--- src/rtl/gpio_pkg.sv ---
// Package: shared constants for the multiplexed GPIO port.
// Assumes an eight-pin port with fixed alternate-function pin positions.
package gpio_pkg;
    localparam int unsigned N_PINS   = 8;
    localparam int unsigned AW       = 2;

    typedef enum logic [AW-1:0] {
        REG_DATA  = 2'd0,
        REG_DIR   = 2'd1,
        REG_FUNC  = 2'd2,
        REG_DRIVE = 2'd3
    } reg_sel_e;

    // Alternate-function pin positions (behaviour depends on them)
    localparam int unsigned PIN_RD   = 0;
    localparam int unsigned PIN_RE   = 1;
    localparam int unsigned PIN_WE   = 2;
    localparam int unsigned PIN_A24  = 3;
    localparam int unsigned PIN_A25  = 4;
    localparam int unsigned PIN_RB   = 5;
    localparam int unsigned PIN_WAIT = 6;
endpackage

--- src/rtl/gpio_regs.sv ---
// Module: gpio_regs
// Holds the latch, direction, function and standby drive registers and
// forms the read data. Assumes single-cycle writes and combinational reads.
module gpio_regs
    import gpio_pkg::*;
#(
    parameter int unsigned W        = N_PINS,
    parameter logic [W-1:0] RD_FIXED = '0
) (
    input  logic          clk,
    input  logic          rst_n,
    input  logic          boot_rd_func,
    input  logic [AW-1:0] reg_addr,
    input  logic          reg_wr,
    input  logic [W-1:0]  reg_wdata,
    input  logic [W-1:0]  pin_lvl,
    output logic [W-1:0]  reg_rdata,
    output logic [W-1:0]  latch_q,
    output logic [W-1:0]  dir_q,
    output logic [W-1:0]  func_q,
    output logic [W-1:0]  drive_q
);
    localparam logic [W-1:0] ONES = '1;

    // Register update: synchronous reset, addressed byte writes
    always_ff @(posedge clk) begin
        if (!rst_n) begin
            latch_q <= ONES;
            dir_q   <= '0;
            func_q  <= {{(W-1){1'b0}}, boot_rd_func};
            drive_q <= ONES;
        end else if (reg_wr) begin
            case (reg_sel_e'(reg_addr))
                REG_DATA:  latch_q <= reg_wdata;
                REG_DIR:   dir_q   <= reg_wdata;
                REG_FUNC:  func_q  <= reg_wdata;
                REG_DRIVE: drive_q <= reg_wdata;
                default:   ;
            endcase
        end
    end

    // Read data: output pins show latch, input pins show pad level
    always_comb begin
        case (reg_sel_e'(reg_addr))
            REG_DATA:  reg_rdata = (latch_q & dir_q) | (pin_lvl & ~dir_q);
            REG_DRIVE: reg_rdata = drive_q;
            default:   reg_rdata = RD_FIXED;
        endcase
    end


    dir_wr_chk: assert property (@(posedge clk) disable iff (!rst_n)
        (reg_wr && reg_addr == REG_DIR) |=> dir_q == $past(reg_wdata));


    drive_reset_chk: assert property (@(posedge clk) disable iff (!rst_n)
        $rose(rst_n) |-> drive_q == ONES);


    latch_reset_chk: assert property (@(posedge clk) disable iff (!rst_n)
        $rose(rst_n) |-> latch_q == ONES);


    wo_read_chk: assert property (@(posedge clk) disable iff (!rst_n)
        (reg_addr == REG_DIR || reg_addr == REG_FUNC) |-> reg_rdata == RD_FIXED);
endmodule

--- src/rtl/gpio_pinmux.sv ---
// Module: gpio_pinmux
// Per-pin selection of pad value and enable between port latch and
// alternate bus/NAND signals, with standby gating and input routing.
// Assumes pin positions fixed by gpio_pkg.
module gpio_pinmux
    import gpio_pkg::*;
#(
    parameter int unsigned W = N_PINS
) (
    input  logic         clk,
    input  logic         rst_n,
    input  logic         standby,
    input  logic [W-1:0] latch_q,
    input  logic [W-1:0] dir_q,
    input  logic [W-1:0] func_q,
    input  logic [W-1:0] drive_q,
    input  logic         bus_rd_n,
    input  logic         bus_wr_lo_n,
    input  logic         bus_wr_hi_n,
    input  logic         bus_rw,
    input  logic [1:0]   bus_addr_hi,
    input  logic         nand_re_n,
    input  logic         nand_we_n,
    input  logic [W-1:0] pad_in,
    output logic [W-1:0] pad_out,
    output logic [W-1:0] pad_oe,
    output logic [W-1:0] pin_lvl,
    output logic         bus_wait_n,
    output logic         nand_ready
);
    logic [W-1:0] gate_off;

    // Standby gating: buffers without a drive bit are shut off
    assign gate_off = standby ? ~drive_q : '0;

    for (genvar i = 0; i < W; i++) begin : g_pin
        logic raw_out;
        logic raw_oe;

        if (i == PIN_RD) begin : g_rd
            // Pin 0: read strobe overrides the port when selected
            always_comb begin
                raw_out = func_q[i] ? bus_rd_n : latch_q[i];
                raw_oe  = func_q[i] | dir_q[i];
            end
        end else if (i == PIN_RE || i == PIN_WE) begin : g_strobe
            logic nand_s;
            logic wr_s;
            assign nand_s = (i == PIN_RE) ? nand_re_n : nand_we_n;
            assign wr_s   = (i == PIN_RE) ? bus_wr_lo_n : bus_wr_hi_n;
            // Pins 1/2: latch bit picks NAND or byte-write strobe
            always_comb begin
                raw_oe = dir_q[i];
                if (func_q[i] && dir_q[i])
                    raw_out = latch_q[i] ? wr_s : nand_s;
                else
                    raw_out = latch_q[i];
            end
        end else if (i == PIN_A24 || i == PIN_A25) begin : g_addr
            // Pins 3/4: upper address bits when selected
            always_comb begin
                raw_out = func_q[i] ? bus_addr_hi[i - PIN_A24] : latch_q[i];
                raw_oe  = func_q[i] | dir_q[i];
            end
        end else if (i == PIN_RB) begin : g_rb
            // Pin 5: read/write indicator in output mode
            always_comb begin
                raw_out = (func_q[i] && dir_q[i]) ? bus_rw : latch_q[i];
                raw_oe  = dir_q[i];
            end
        end else begin : g_plain
            // Remaining pins: plain port behaviour
            always_comb begin
                raw_out = latch_q[i];
                raw_oe  = dir_q[i];
            end
        end

        assign pad_out[i] = raw_out;
        assign pad_oe[i]  = raw_oe & ~gate_off[i];
        assign pin_lvl[i] = gate_off[i] | pad_in[i];


        standby_gate_chk: assert property (@(posedge clk) disable iff (!rst_n)
            (standby && !drive_q[i]) |-> (!pad_oe[i] && pin_lvl[i]));

        if (i == PIN_RE || i == PIN_WE) begin : g_chk

            reserved_chk: assert property (@(posedge clk) disable iff (!rst_n)
                (func_q[i] && !dir_q[i]) |-> !pad_oe[i]);

            strobe_chk: assert property (@(posedge clk) disable iff (!rst_n)
                (func_q[i] && dir_q[i] && !latch_q[i] && !gate_off[i]) |->
                (pad_oe[i] && pad_out[i] == ((i == PIN_RE) ? nand_re_n : nand_we_n)));
        end
    end

    // Input routing: unrouted inputs read as inactive high
    assign bus_wait_n = (func_q[PIN_WAIT] && !dir_q[PIN_WAIT]) ? pin_lvl[PIN_WAIT] : 1'b1;
    assign nand_ready = (func_q[PIN_RB] && !dir_q[PIN_RB]) ? pin_lvl[PIN_RB] : 1'b1;


    wait_route_chk: assert property (@(posedge clk) disable iff (!rst_n)
        !func_q[PIN_WAIT] |-> bus_wait_n);
endmodule

--- src/rtl/gpio_mux_port.sv ---
// Module: gpio_mux_port (top)
// Eight-pin GPIO port with alternate bus and NAND strobe functions.
// Assumes the bus controller stub holds strobes high when idle.
module gpio_mux_port
    import gpio_pkg::*;
(
    input  logic          clk,
    input  logic          rst_n,
    input  logic          boot_rd_func,
    input  logic          standby,
    input  logic [1:0]    reg_addr,
    input  logic          reg_wr,
    input  logic [7:0]    reg_wdata,
    output logic [7:0]    reg_rdata,
    input  logic          bus_rd_n,
    input  logic          bus_wr_lo_n,
    input  logic          bus_wr_hi_n,
    input  logic          bus_rw,
    input  logic [1:0]    bus_addr_hi,
    input  logic          nand_re_n,
    input  logic          nand_we_n,
    output logic          bus_wait_n,
    output logic          nand_ready,
    input  logic [7:0]    pad_in,
    output logic [7:0]    pad_out,
    output logic [7:0]    pad_oe
);
    logic [N_PINS-1:0] latch_q;
    logic [N_PINS-1:0] dir_q;
    logic [N_PINS-1:0] func_q;
    logic [N_PINS-1:0] drive_q;
    logic [N_PINS-1:0] pin_lvl;

    gpio_regs #(.W(N_PINS), .RD_FIXED('0)) u_regs (
        .clk          (clk),
        .rst_n        (rst_n),
        .boot_rd_func (boot_rd_func),
        .reg_addr     (reg_addr),
        .reg_wr       (reg_wr),
        .reg_wdata    (reg_wdata),
        .pin_lvl      (pin_lvl),
        .reg_rdata    (reg_rdata),
        .latch_q      (latch_q),
        .dir_q        (dir_q),
        .func_q       (func_q),
        .drive_q      (drive_q)
    );

    gpio_pinmux #(.W(N_PINS)) u_mux (
        .clk          (clk),
        .rst_n        (rst_n),
        .standby      (standby),
        .latch_q      (latch_q),
        .dir_q        (dir_q),
        .func_q       (func_q),
        .drive_q      (drive_q),
        .bus_rd_n     (bus_rd_n),
        .bus_wr_lo_n  (bus_wr_lo_n),
        .bus_wr_hi_n  (bus_wr_hi_n),
        .bus_rw       (bus_rw),
        .bus_addr_hi  (bus_addr_hi),
        .nand_re_n    (nand_re_n),
        .nand_we_n    (nand_we_n),
        .pad_in       (pad_in),
        .pad_out      (pad_out),
        .pad_oe       (pad_oe),
        .pin_lvl      (pin_lvl),
        .bus_wait_n   (bus_wait_n),
        .nand_ready   (nand_ready)
    );


    rd_strobe_chk: assert property (@(posedge clk) disable iff (!rst_n)
        func_q[PIN_RD] |-> (pad_out[PIN_RD] == bus_rd_n));


    addr_pin_chk: assert property (@(posedge clk) disable iff (!rst_n)
        (func_q[PIN_A25] && !(standby && !drive_q[PIN_A25])) |->
        (pad_oe[PIN_A25] && pad_out[PIN_A25] == bus_addr_hi[1]));
endmodule

--- config.mk ---
export PLATFORM = sky130hd
export DESIGN_NAME = gpio_mux_port
export DESIGN_NICKNAME = d
export VERILOG_FILES = /design/src/rtl/gpio_pkg.sv /design/src/rtl/gpio_regs.sv /design/src/rtl/gpio_pinmux.sv /design/src/rtl/gpio_mux_port.sv
export SDC_FILE = /design/constraint.sdc
export NUM_CORES = 1
export LEC_CHECK = 0
export BUFFER_PORTS_ARGS = -buffer_cell sky130_fd_sc_hd__buf_4
export CAP_MARGIN = 20
export CELL_PAD_IN_SITES_DETAIL_PLACEMENT = 0
export CELL_PAD_IN_SITES_GLOBAL_PLACEMENT = 2
export CORE_MARGIN = 1.5
export CORE_UTILIZATION = 27
export CTS_CLUSTER_SIZE = 12
export DETAILED_ROUTE_END_ITERATION = 8
export PLACE_DENSITY = 0.86
export SYNTH_ARGS = -nofsm -noshare
export SYNTH_HDL_FRONTEND = slang
export SYNTH_SLANG_ARGS = --single-unit
--- constraint.sdc ---
create_clock -name clk -period 1.3 [get_ports clk]
set_input_delay 0.13 -clock clk [delete_from_list [all_inputs] [get_ports clk]]
set_output_delay 0.13 -clock clk [all_outputs]
set_load 0.01 [all_outputs]
==> results of run 1 <==
cells by family after synthesis:
| group | Yosys count | share of synthesized area [%] |
|---|---|---|
| AOI/OAI and AO/OA | 37 | 13.14 |
| muxes | 5 | 3.360 |
| adders and majority gates | 4 | 2.987 |
| and+or+nand+nor | 124 | 33.08 |
| DFF | 31 | 37.64 |
| buffers and inverters | 27 | 9.783 |
layout by cell type, fill, tap and decap left out, drive strengths merged, types with 8 or more instances in the layout:
cell type	instances
nor3	8
nand3	29
inv	10
buf	68
dfxtp	30
nor2	17
a21boi	14
o21ai	23
nand2	58
worst max-delay path, cell delays in order, from the launching register on:
cell                      delay (ns)
sky130_fd_sc_hd__dfxtp_2        0.32
sky130_fd_sc_hd__and2b_1        0.19
sky130_fd_sc_hd__nor3_2         0.17
sky130_fd_sc_hd__nand2_1        0.12
sky130_fd_sc_hd__buf_6          0.13
sequential cells by signal (all words and copies together), names as in the netlist:
register / count
u_regs.dir_q: 8
u_regs.drive_q: 8
u_regs.func_q: 7
u_regs.latch_q: 8
per-stage QoR:
stage               cells  utilization, %  TNS [ns]
finish                361           38.99   -0.1097
global route          361           38.99   -0.6739
global placement      352           35.90    -1.336
floorplan             228               -         0
detailed placement    352           35.90    -1.424
CTS                   361           38.24   -0.2104
area by class of cell:
class	instances	area (sq um)
tap	75	93.84
fill	660	3633
timing repair buffer	68	536.8
multi-input combinational	170	924.6
sequential	31	645.6
inverter	10	45.04
clock buffer	7	76.32
power by group through the flow:
stage               Combinational, uW  Clock [uW]  Sequential, uW
floorplan                         228           0            1040
global placement                  418           0            1050
detailed placement                421           0            1050
CTS                               446         723            1030
global route                      497         765            1040
finish                            449         703            1030
per-layer routing:
metal | vias up | track usage [%] | routed length (um)
met3 | 7 | 3.667 | 297
met1 | 780 | 20.16 | 2198
li1 | 855 | - | -
met2 | 43 | 25.08 | 2286
met5 | - | 0 | 0
met4 | 0 | 4.407 | 45
worst max-delay path by stage:
| stage | from | endpoint | slack (ns) | cells after the start |
|---|---|---|---|---|
| 6_report | u_regs.drive_q[6] | bus_wait_n | -0.05 | 4 |
| 5_1_grt | reg_addr[0] | reg_rdata[1] | -0.09 | 7 |
| 4_1_cts | u_regs.drive_q[6] | bus_wait_n | -0.08 | 4 |
| 3_5_place_dp | reg_addr[0] | reg_rdata[0] | -0.20 | 7 |
| 3_3_place_gp | reg_addr[0] | reg_rdata[1] | -0.18 | 7 |
| 2_1_floorplan | reg_addr[0] | reg_rdata[0] | 0.10 | 5 |
repair_timing:
item                       4_1_cts  5_1_grt
pin swaps                        9        7
setup endpoints to repair       10       15
cloned                           0        0
setup buffers                    2        0
resized for setup               30       19
==> PnR_summary.wiki, run 1 <==
{| class="wikitable"
! Metric !! Value
|-
| Setup violators final || 7
|-
| Worst Hold End || u_regs.drive_q[0]
|-
| Hold Crit Start || reg_wdata[0]
|-
| Hold Fails Final Rpt || 0
|-
| Die area || ~6700 sq um
|-
| Capturing element type of the critical path || output port
|-
| Mean routed wirelength per cell || 13.37 um
|-
| Hold Crit Depth || 3
|-
| Total vias in the final route || approximately 1.7k
|-
| Overall track demand over capacity in global routing || between 15 and 20%
|-
| Final wirelength || 4.827 mm
|-
| DRC errors left || 0
|-
| Slew headroom || 71.81%
|-
| Synthesis-to-layout area growth || 38.61%
|-
| Clock sink total || 31
|-
| Number of enable-type register cells in the synthesized netlist || 1
|-
| Top cells by instance count after synthesis || sky130_fd_sc_hd__nand2_1 (56), sky130_fd_sc_hd__dfxtp_1 (30), sky130_fd_sc_hd__nand3_1 (29), sky130_fd_sc_hd__o21ai_0 (22), sky130_fd_sc_hd__nor2_1 (17)
|-
| Highest clock rate || between 0.7 and 0.8 GHz
|-
| Max-cap viol count || 0
|-
| Number of DRC markers in iteration 0 || a little over 80
|-
| Post-Synthesis Cell Area || approximately 1700 sq um
|-
| Clock latency reported for the late side of the worst-skew pair || approximately 0.28 ns
|-
| Boundary pin count || 57
|-
| Final ANT Viol Nets || 0
|-
| Library cell with the largest summed area after synthesis || sky130_fd_sc_hd__dfxtp_1
|-
| Gate count of the mapped netlist || 228
|-
| Top-count cell post-synth || sky130_fd_sc_hd__nand2_1
|-
| Die outline width || 81.77 um
|-
| Initial core utilization || 28.13%
|-
| Number of pins with negative max-slew slack in the final report || 0
|-
| CP Data Arrival Time || ~1.2 ns
|-
| FF-to-FF setup slack || between 0.6 and 0.7 ns
|-
| Post-Synthesis Mean Instance Area || 7.348 sq um
|-
| Share of async-settable or async-resettable flops after synthesis || 0%
|-
| WS Path Type || flip-flop to output port
|-
| Number of buffers inserted during clock tree synthesis || 5
|-
| Core Area || about 6000 sq um
|-
| Layout Nets || roughly 320
|-
| Final design instance area without fill || approximately 2300 sq um
|-
| Unrepaired setup endpoints after global routing || true
|-
| Maximum net fanout on the critical path || 2
|-
| Final worst path period need || about 1.3 ns
|-
| Clock-pin transition on the worst setup and hold timing paths || approximately 0.06 ns
|-
| Seq cells post-synth || 31
|-
| Depth of the most critical reg-to-reg path || 3
|-
| DIE HEIGHT || slightly above 80 um
|-
| Post-placement worst setup slack || -0.2007 ns
|-
| Share of cells above drive strength 1 || about a third
|-
| Worst path required time || 1.17 ns
|-
| Clock Tree Buf Depth || 2
|-
| Clock power frac || 32.2%
|-
| Internal || between 1500 and 2000 uW
|-
| Post-synthesis net count || between 200 and 300
|-
| Antenna violations before repair || 0
|-
| Synth cell types || 22
|-
| Worst-Margin Slew || ~0.42 ns
|-
| Max rail drop VDD || approximately 0.00034 V
|-
| Net load switching power || about 600 uW
|-
| CTS tree || built
|-
| Period utilization || 103.6%
|-
| Final estimated routing congestion in global placement || around 0.68
|-
| Sequential fraction of the synthesis area || ~38%
|-
| Clock tree skew after final layout || 0 ns
|-
| Violated checks || negative setup slack
|-
| Worst path setup slack after routing || -0.04664 ns
|-
| Iteration count of the initial detailed-routing pass || 4
|-
| Top cell type's share of synthesized area || a little over a third
|-
| Final HPWL from detailed placement || 3.400 mm
|-
| Warnings, synthesis || 0
|-
| Count of input and output buffers || 56
|-
| Standard-cell rows || 28
|-
| Worst hold margin || about 0.089 ns
|-
| Placement Cell Area || approximately 2100 sq um
|-
| Proportion of power drawn by combinational gates || between 20% and 30%
|-
| Crit Reg-Reg Startpoint || u_regs.drive_q[5]
|-
| Antenna Cells || 0
|-
| Root cell of the clock tree || sky130_fd_sc_hd__clkbuf_8
|-
| Switching part of the total || between 20% and 30%
|-
| Power per Cell Area || 940.1 nW/um^2
|-
| Endpoint of the worst-slack reg-to-reg timing path || u_regs.drive_q[5]
|-
| Maximum number of pins on one net before global-route repair || 21
|-
| Class of the tightest hold or removal check || input pin to flip-flop
|-
| Most used DFF post-synth || sky130_fd_sc_hd__dfxtp_1
|-
| Total power after layout || around 2200 uW
|-
| Routed via count divided by cell count || ~4.7
|-
| Sequential power share || a little under half
|-
| Remaining Overflow, GRT || 0
|-
| Hold buffers post-CTS || 0
|-
| Vias in the first global route || between 1.5k and 2k
|-
| Leading post-synthesis cells by cell area || sky130_fd_sc_hd__dfxtp_1 (36%), sky130_fd_sc_hd__nand2_1 (13%), sky130_fd_sc_hd__nand3_1 (8.7%)
|-
| Leakage dissipation || 0.0009870 uW
|-
| Status || finished, violations left
|-
| Number of levels the H-tree was split into || 2
|-
| Type of element launching the critical path || flip-flop
|-
| Global-route wire length before repair || around 7.5 mm
|}
(Power assumes the default switching activity.)
==> inputs of run 2 (changes only) <==
ABC_AREA = 1   (was unset)
CORE_UTILIZATION = 26   (was 27)
PLACE_DENSITY = 0.85   (was 0.86)
==> PnR_summary.wiki, run 2 <==
{| class="wikitable"
! Metric !! Value
|-
| Post-Synthesis Cell Area || 1649 sq um (was 1675 sq um)
|-
| Worst-Margin Slew || 0.3546 ns (was 0.4219 ns)
|-
| Highest clock rate || 0.7919 GHz (was 0.7426 GHz)
|-
| Total negative slack for setup checks || 0 ns (was -0.1097 ns)
|-
| Maximum number of pins on one net before global-route repair || 19 (was 21)
|-
| Final estimated routing congestion in global placement || 0.7584 (was 0.6835)
|-
| Final HPWL from detailed placement || 3.363 mm (was 3.400 mm)
|-
| Capturing element type of the critical path || output port (unchanged)
|-
| Layout Nets || 328 (was 321)
|-
| Share of async-settable or async-resettable flops after synthesis || 0% (unchanged)
|-
| Class of the tightest hold or removal check || input pin to flip-flop (unchanged)
|-
| Hold buffers post-CTS || 0 (unchanged)
|-
| Hold Fails Final Rpt || 0 (unchanged)
|-
| Unrepaired setup endpoints after global routing || true (unchanged)
|-
| Count of input and output buffers || 56 (unchanged)
|-
| Leading post-synthesis cells by cell area || sky130_fd_sc_hd__dfxtp_1 (36%), sky130_fd_sc_hd__nand2_1 (14%), sky130_fd_sc_hd__nor2_1 (8.4%) (was sky130_fd_sc_hd__dfxtp_1 (36%), sky130_fd_sc_hd__nand2_1 (13%), sky130_fd_sc_hd__nand3_1 (8.7%))
|-
| WS Path Type || flip-flop to output port (unchanged)
|-
| Global-route wire length before repair || 6.996 mm (was 7.500 mm)
|-
| Critical path cell sequence || a21oi_2 > nand2_1 > a21oi_2 > buf_4 (was and2b_1 > nor3_2 > nand2_1 > buf_6)
|-
| Top cells by instance count after synthesis || sky130_fd_sc_hd__nand2_1 (61), sky130_fd_sc_hd__nor2_1 (37), sky130_fd_sc_hd__dfxtp_1 (30), sky130_fd_sc_hd__inv_1 (20), sky130_fd_sc_hd__o21ai_0 (19) (was sky130_fd_sc_hd__nand2_1 (56), sky130_fd_sc_hd__dfxtp_1 (30), sky130_fd_sc_hd__nand3_1 (29), sky130_fd_sc_hd__o21ai_0 (22), sky130_fd_sc_hd__nor2_1 (17))
|-
| Leakage dissipation || 0.001070 uW (was 0.0009870 uW)
|-
| Clock Tree Buf Depth || 2 (unchanged)
|-
| Top library cells by usage in the layout, fill and taps aside || sky130_fd_sc_hd__buf_4 (65), sky130_fd_sc_hd__nand2_1 (61), sky130_fd_sc_hd__nor2_1 (34) (was sky130_fd_sc_hd__buf_4 (62), sky130_fd_sc_hd__nand2_1 (54), sky130_fd_sc_hd__nand3_1 (29))
|-
| Antenna violations before repair || 0 (unchanged)
|-
| Slew headroom || 76.30% (was 71.81%)
|-
| Core Area || 6026 sq um (was 5956 sq um)
|-
| Die area || 6829 sq um (was 6686 sq um)
|-
| Number of DRC markers in iteration 0 || 66 (was 83)
|-
| Sequential fraction of the synthesis area || 38.24% (was 37.64%)
|-
| Clock latency reported for the late side of the worst-skew pair || 0.28 ns (about the same)
|-
| Type of element launching the critical path || flip-flop (unchanged)
|-
| Vias in the first global route || 1370 (was 1589)
|-
| Hold Crit Start || reg_wdata[0] (unchanged)
|-
| Boundary pin count || 57 (unchanged)
|-
| Crit Reg-Reg Startpoint || u_regs.dir_q[1] (was u_regs.drive_q[5])
|-
| Standard-cell rows || 28 (unchanged)
|-
| Most used DFF post-synth || sky130_fd_sc_hd__dfxtp_1 (unchanged)
|-
| CP Data Arrival Time || 1.13 ns (was 1.22 ns)
|-
| Worst path required time || 1.17 ns (about the same)
|-
| Peak per-stage delay on the critical path || 0.36 ns (was 0.32 ns)
|-
| Overall track demand over capacity in global routing || 14.26% (was 15.40%)
|-
| Fill cells || 674 (was 660)
|-
| Antenna Cells || 0 (unchanged)
|-
| Maximum net fanout on the critical path || 5 (was 2)
|-
| Buffering stage count on the worst path with inverters included || 1 (unchanged)
|-
| Post-layout util || 38.08% (was 38.99%)
|-
| Power per Cell Area || 1097 nW/um^2 (was 940.1 nW/um^2)
|-
| Number of buffers inserted during clock tree synthesis || 5 (unchanged)
|-
| Total vias in the final route || 1638 (was 1685)
|-
| Die outline width || 82.64 um (was 81.77 um)
|-
| Max rail drop VDD || 0.0004564 V (was 0.0003374 V)
|-
| Final worst path period need || 1.263 ns (was 1.347 ns)
|-
| Setup violators final || 0 (was 7)
|-
| DIE HEIGHT || 82.64 um (was 81.77 um)
|-
| Initial core utilization || 27.37% (was 28.13%)
|-
| Clock tree skew after final layout || 0 ns (unchanged)
|-
| DRC errors left || 0 (unchanged)
|-
| Share of cells above drive strength 1 || 37.41% (was 35.31%)
|-
| Most common cell after layout, fill and taps aside || sky130_fd_sc_hd__buf_4 (unchanged)
|-
| Number of pins with negative max-slew slack in the final report || 0 (unchanged)
|-
| Number of levels the H-tree was split into || 2 (unchanged)
|-
| Total power after layout || 2518 uW (was 2183 uW)
|-
| Synth cell types || 21 (was 22)
|-
| Library cell with the largest summed area after synthesis || sky130_fd_sc_hd__dfxtp_1 (unchanged)
|-
| Seq cells post-synth || 31 (unchanged)
|-
| Gate count of the mapped netlist || 237 (was 228)
|-
| Status || completed (was finished, violations left)
|-
| CTS tree || built (unchanged)
|-
| Clock-pin transition on the worst setup and hold timing paths || 0.07 ns (was 0.06 ns)
|-
| Post-synthesis net count || 272 (was 263)
|-
| Largest regs || u_regs.dir_q: 8 flops, u_regs.drive_q: 8 flops, u_regs.latch_q: 8 flops (unchanged)
|-
| Number of enable-type register cells in the synthesized netlist || 1 (unchanged)
|-
| Max-cap viol count || 0 (unchanged)
|-
| Final design instance area without fill || 2295 sq um (was 2322 sq um)
|-
| Iteration count of the initial detailed-routing pass || 4 (unchanged)
|-
| Routed via count divided by cell count || 4.439 (was 4.668)
|-
| Post-Synthesis Mean Instance Area || 6.958 sq um (was 7.348 sq um)
|-
| Most prevalent standard cell on the critical path || sky130_fd_sc_hd__a21oi_2
|-
| Mean routed wirelength per cell || 12.82 um (was 13.37 um)
|-
| Period utilization || 97.14% (was 103.6%)
|-
| Top cell type's share of synthesized area || 36.42% (was 35.85%)
|-
| Final wirelength || 4.730 mm (was 4.827 mm)
|-
| Root cell of the clock tree || sky130_fd_sc_hd__clkbuf_8 (unchanged)
|-
| Clock sink total || 31 (unchanged)
|-
| Placement Cell Area || 2101 sq um (was 2138 sq um)
|-
| Cell with the largest stage delay on the worst path || sky130_fd_sc_hd__dfxtp_4 (was sky130_fd_sc_hd__dfxtp_2)
|-
| Remaining Overflow, GRT || 0 (unchanged)
|-
| Cell family with most CP delay || flip-flops (was simple AND/OR/NAND/NOR gates)
|-
| Top-count cell post-synth || sky130_fd_sc_hd__nand2_1 (unchanged)
|-
| Critical path launch point || u_regs.dir_q[1] (was u_regs.drive_q[6])
|-
| Warnings, synthesis || 0 (unchanged)
|-
| Synthesis-to-layout area growth || 39.15% (was 38.61%)
|-
| Final ANT Viol Nets || 0 (unchanged)
|}
## run 2: cell count changes in the layout (fill, tap and decap cells not counted), moves of 8 or more
| cell | before | now |
|---|---|---|
| sky130_fd_sc_hd__nand3_1 | 29 | 2 |
| sky130_fd_sc_hd__nor2_1 | 17 | 34 |
| sky130_fd_sc_hd__o211ai_1 | 0 | 15 |
| sky130_fd_sc_hd__o21ai_0 | 5 | 19 |
| sky130_fd_sc_hd__o21ai_1 | 14 | 0 |
| sky130_fd_sc_hd__inv_2 | 0 | 12 |
| sky130_fd_sc_hd__a21boi_1 | 11 | 0 |
| sky130_fd_sc_hd__a21oi_2 | 0 | 9 |
| sky130_fd_sc_hd__a21oi_1 | 0 | 8 |
## run 2: repair_timing
item | CTS | global route
setup endpoints to repair | 6 | 9
buffers inserted | 0 | 2
gates resized for setup | 5 | 29
pin swaps | 0 | 2
## run 2: final cells by class
| class | count | area [sq um] | area share (%) |
|---|---|---|---|
| Clock buffer | 6 | 82.58 | 3.599 |
| Sequential cell | 31 | 648.1 | 28.24 |
| Timing Repair Buffer | 65 | 488.0 | 21.27 |
| Tap cell | 75 | 93.84 | 4.089 |
| Clock inverter | 2 | 35.03 | 1.527 |
| Inverter | 23 | 86.33 | 3.762 |
| Multi-Input combinational cell | 167 | 860.8 | 37.51 |
## run 2: path summary, 6_finish.rpt
check | end | slack, ns | depth (start not counted)
setup / recovery | reg_rdata[1] | 0.04 | 4
setup reg to reg | u_regs.dir_q[1] | 0.55 | 3
hold reg to reg | u_regs.func_q[1] | 0.49 | 2
hold / removal | u_regs.drive_q[0] | 0.08 | 3
## run 2: metal layers
layer / global-route usage [%] / share of wire, %
met5: 0 / 0
met4: 5.333 / 1.2
met2: 22.03 / 47
met3: 2.857 / 4.3
met1: 19.48 / 47
## run 2: power by group
part / switching (uW) / leakage, uW / total (uW) / internal, uW
Clock: 374 / 0.0000612 / 994 / 620
Combinational: 245 / 0.000752 / 476 / 231
Sequential: 40.4 / 0.000257 / 1050 / 1010
## run 2: logic make-up (layout without fill, tap and decap cells)
group                      after synthesis  after routing  share of synthesized area (%)
DFF                                     31             31                          38.24
adders and majority gates                4              4                          3.035
and+or+nand+nor                        102            102                          23.67
buffers and inverters                   39             96                          12.21
AOI/OAI and AO/OA                       60             60                          22.15
muxes                                    1              1                         0.6828
## run 2: per-stage QoR
stage	hold slack, ns	cells	worst slack [ns]
6_report	0.08312	369	0.03717
5_1_grt	0.08873	369	-0.03376
4_1_cts	0.08071	367	0.003450
3_5_place_dp	0.3771	359	-0.05734
3_3_place_gp	0.3717	359	-0.008050
2_1_floorplan	0.2525	237	0.3521
## run 2: worst reg2reg max path: stages (launching register included)
cell and delay [ns]:
sky130_fd_sc_hd__dfxtp_4 0.36, sky130_fd_sc_hd__buf_4 0.14, sky130_fd_sc_hd__nor2_1 0.09, sky130_fd_sc_hd__nor2_1 0.05
==> inputs of run 3 (changes only) <==
REMOVE_ABC_BUFFERS = 1   (was unset)
==> PnR_summary.wiki, run 3 (synthesis gave the netlist of run 2 again) <==
{| class="wikitable"
! Metric !! Value
|-
| Final design instance area without fill || 2362 sq um (was 2295 sq um)
|-
| Maximum number of pins on one net before global-route repair || 23 (was 19)
|-
| Antenna violations before repair || 0 (unchanged)
|-
| Largest regs || u_regs.dir_q: 8 flops, u_regs.drive_q: 8 flops, u_regs.latch_q: 8 flops (unchanged)
|-
| Clock Tree Buf Depth || 2 (unchanged)
|-
| Max rail drop VDD || 0.0004187 V (was 0.0004564 V)
|-
| DIE HEIGHT || 82.64 um (unchanged)
|-
| Core Area || 6026 sq um (unchanged)
|-
| Worst path setup slack after routing || 0.05719 ns (was 0.03717 ns)
|-
| Period utilization || 95.60% (was 97.14%)
|-
| Highest clock rate || 0.8046 GHz (was 0.7919 GHz)
|-
| Final wirelength || 4.701 mm (was 4.730 mm)
|-
| DRC errors left || 0 (unchanged)
|-
| Die outline width || 82.64 um (unchanged)
|-
| Clock-pin transition on the worst setup and hold timing paths || 0.06 ns (was 0.07 ns)
|-
| Net load switching power || 657.1 uW (was 659.1 uW)
|-
| WS Path Type || flip-flop to output port (unchanged)
|-
| Die area || 6829 sq um (unchanged)
|-
| Clock tree skew after final layout || 0 ns (unchanged)
|-
| Switching part of the total || 25.30% (was 26.17%)
|-
| Status || completed (unchanged)
|-
| Final estimated routing congestion in global placement || 0.7184 (was 0.7584)
|-
| Final worst path period need || 1.243 ns (was 1.263 ns)
|-
| Antenna Cells || 0 (unchanged)
|-
| Setup violators final || 0 (unchanged)
|-
| Most common cell after layout, fill and taps aside || sky130_fd_sc_hd__buf_4 (unchanged)
|-
| Total negative slack for setup checks || 0 ns (unchanged)
|-
| Top library cells by usage in the layout, fill and taps aside || sky130_fd_sc_hd__buf_4 (69), sky130_fd_sc_hd__nand2_1 (56), sky130_fd_sc_hd__nor2_1 (34) (was sky130_fd_sc_hd__buf_4 (65), sky130_fd_sc_hd__nand2_1 (61), sky130_fd_sc_hd__nor2_1 (34))
|-
| Unrepaired setup endpoints after global routing || true (unchanged)
|-
| Clock power frac || 40.6% (was 39.5%)
|-
| Share of cells above drive strength 1 || 41.61% (was 37.41%)
|-
| Slew headroom || 79.89% (was 76.30%)
|-
| Capturing element type of the critical path || output port (unchanged)
|-
| Boundary pin count || 57 (unchanged)
|-
| Power per Cell Area || 1099 nW/um^2 (was 1097 nW/um^2)
|-
| Number of DRC markers in iteration 0 || 73 (was 66)
|-
| Hold buffers post-CTS || 0 (unchanged)
|-
| Global-route wire length before repair || 7.038 mm (was 6.996 mm)
|-
| Sequential power share || 40.4% (was 41.6%)
|-
| Count of input and output buffers || 56 (unchanged)
|-
| Internal || 1940 uW (was 1859 uW)
|-
| Standard-cell rows || 28 (unchanged)
|-
| Root cell of the clock tree || sky130_fd_sc_hd__clkbuf_8 (unchanged)
|-
| Clock latency reported for the late side of the worst-skew pair || 0.28 ns (about the same)
|-
| Worst path required time || 1.17 ns (about the same)
|-
| Iteration count of the initial detailed-routing pass || 4 (unchanged)
|-
| CTS tree || built (unchanged)
|-
| Total vias in the final route || 1654 (was 1638)
|-
| Initial core utilization || 27.37% (unchanged)
|-
| Number of pins with negative max-slew slack in the final report || 0 (unchanged)
|-
| Vias in the first global route || 1481 (was 1370)
|-
| Layout Nets || 332 (was 328)
|-
| Class of the tightest hold or removal check || input pin to flip-flop (unchanged)
|-
| Maximum net fanout on the critical path || 3 (was 5)
|-
| Routed via count divided by cell count || 4.434 (was 4.439)
|-
| Number of levels the H-tree was split into || 2 (unchanged)
|-
| Proportion of power drawn by combinational gates || 18.9% (about the same)
|-
| Post-placement worst setup slack || -0.05318 ns (was -0.05734 ns)
|-
| Overall track demand over capacity in global routing || 14.21% (was 14.26%)
|-
| Hold Fails Final Rpt || 0 (unchanged)
|-
| Clock sink total || 31 (unchanged)
|-
| Mean routed wirelength per cell || 12.60 um (was 12.82 um)
|-
| Remaining Overflow, GRT || 0 (unchanged)
|-
| Final HPWL from detailed placement || 3.399 mm (was 3.363 mm)
|-
| Synthesis-to-layout area growth || 43.25% (was 39.15%)
|-
| Max-cap viol count || 0 (unchanged)
|-
| Type of element launching the critical path || flip-flop (unchanged)
|-
| Worst-Margin Slew || 0.3013 ns (was 0.3546 ns)
|-
| Final ANT Viol Nets || 0 (unchanged)
|-
| CP Data Arrival Time || 1.11 ns (was 1.13 ns)
|-
| Worst hold margin || 0.08378 ns (was 0.08312 ns)
|-
| Leakage dissipation || 0.001095 uW (was 0.001070 uW)
|-
| Number of buffers inserted during clock tree synthesis || 5 (unchanged)
|-
| Placement Cell Area || 2116 sq um (was 2101 sq um)
|}
==> run 3: changes by cell type in the layout (fill, tap and decap cells not counted) <==
cell                        before  now
sky130_fd_sc_hd__nand2_1        61   56
sky130_fd_sc_hd__nand2_2         0    5
sky130_fd_sc_hd__buf_4          65   69
sky130_fd_sc_hd__dfxtp_2         8   12
sky130_fd_sc_hd__a21oi_1         8    5
sky130_fd_sc_hd__a21oi_2         9   12
sky130_fd_sc_hd__dfxtp_1        20   17
sky130_fd_sc_hd__clkbuf_1        0    1
sky130_fd_sc_hd__clkbuf_16       0    1
sky130_fd_sc_hd__clkbuf_8        6    5
sky130_fd_sc_hd__clkinv_2        1    0
sky130_fd_sc_hd__dfxtp_4         2    1
sky130_fd_sc_hd__inv_2          12   11
sky130_fd_sc_hd__inv_4           0    1
==> run 3: layout make-up <==
| class | count | area [sq um] |
|---|---|---|
| Sequential cell | 31 | 649.4 |
| Timing Repair Buffer | 69 | 518.0 |
| Tap cell | 75 | 93.84 |
| Inverter | 23 | 88.84 |
| Multi-Input combinational cell | 167 | 884.6 |
| Fill cell | 635 | 3664 |
| Clock buffer | 7 | 97.59 |
| Clock inverter | 1 | 30.03 |
==> run 3: stage by stage <==
step / std cells / total power [uW] / utilization, %
after floorplan: 221 / 1262 / -
after global placement: 361 / 1523 / 35.11
after detailed placement: 361 / 1526 / 35.11
after CTS: 369 / 2585 / 37.31
after global routing: 373 / 2719 / 39.20
final: 373 / 2597 / 39.20
==> run 3: worst paths after layout <==
kind | startpoint | end | slack (ns) | cells after the start
hold / removal | reg_wdata[0] | u_regs.drive_q[0] | 0.08 | 3
setup / recovery | u_regs.drive_q[6] | reg_rdata[6] | 0.06 | 6
hold reg to reg | u_regs.func_q[6] | u_regs.func_q[6] | 0.50 | 2
setup reg to reg | u_regs.drive_q[6] | u_regs.drive_q[6] | 0.57 | 3
==> run 3: worst max-delay path: stages, from the launching register on <==
cell	delay (ns)
sky130_fd_sc_hd__dfxtp_2	0.32
sky130_fd_sc_hd__inv_2	0.07
sky130_fd_sc_hd__nand2_2	0.06
sky130_fd_sc_hd__nand2_2	0.07
sky130_fd_sc_hd__nand2_2	0.05
sky130_fd_sc_hd__a21oi_2	0.13
sky130_fd_sc_hd__buf_4	0.13
==> run 3: timing repair <==
| action | 4_1_cts | 5_1_grt |
|---|---|---|
| setup endpoints to repair | 8 | 10 |
| resized for setup | 4 | 41 |
| pin swaps | 0 | 9 |
| buffers inserted | 0 | 4 |
==> run 3: metal layers <==
layer | wire length (um) | share of wire (%) | track usage (%)
met5 | 0 | 0 | 0
met2 | 2059 | 44 | 22.85
met1 | 2314 | 49 | 18.34
met3 | 269 | 5.7 | 3.626
met4 | 58 | 1.2 | 5.000
==> run 3: power groups by stage <==
stage	Clock, uW	Sequential, uW	Combinational, uW
floorplan	0	1060	207
global placement	0	1060	460
detailed placement	0	1060	463
CTS	1080	1040	467
global route	1110	1060	546
finish	1050	1050	492
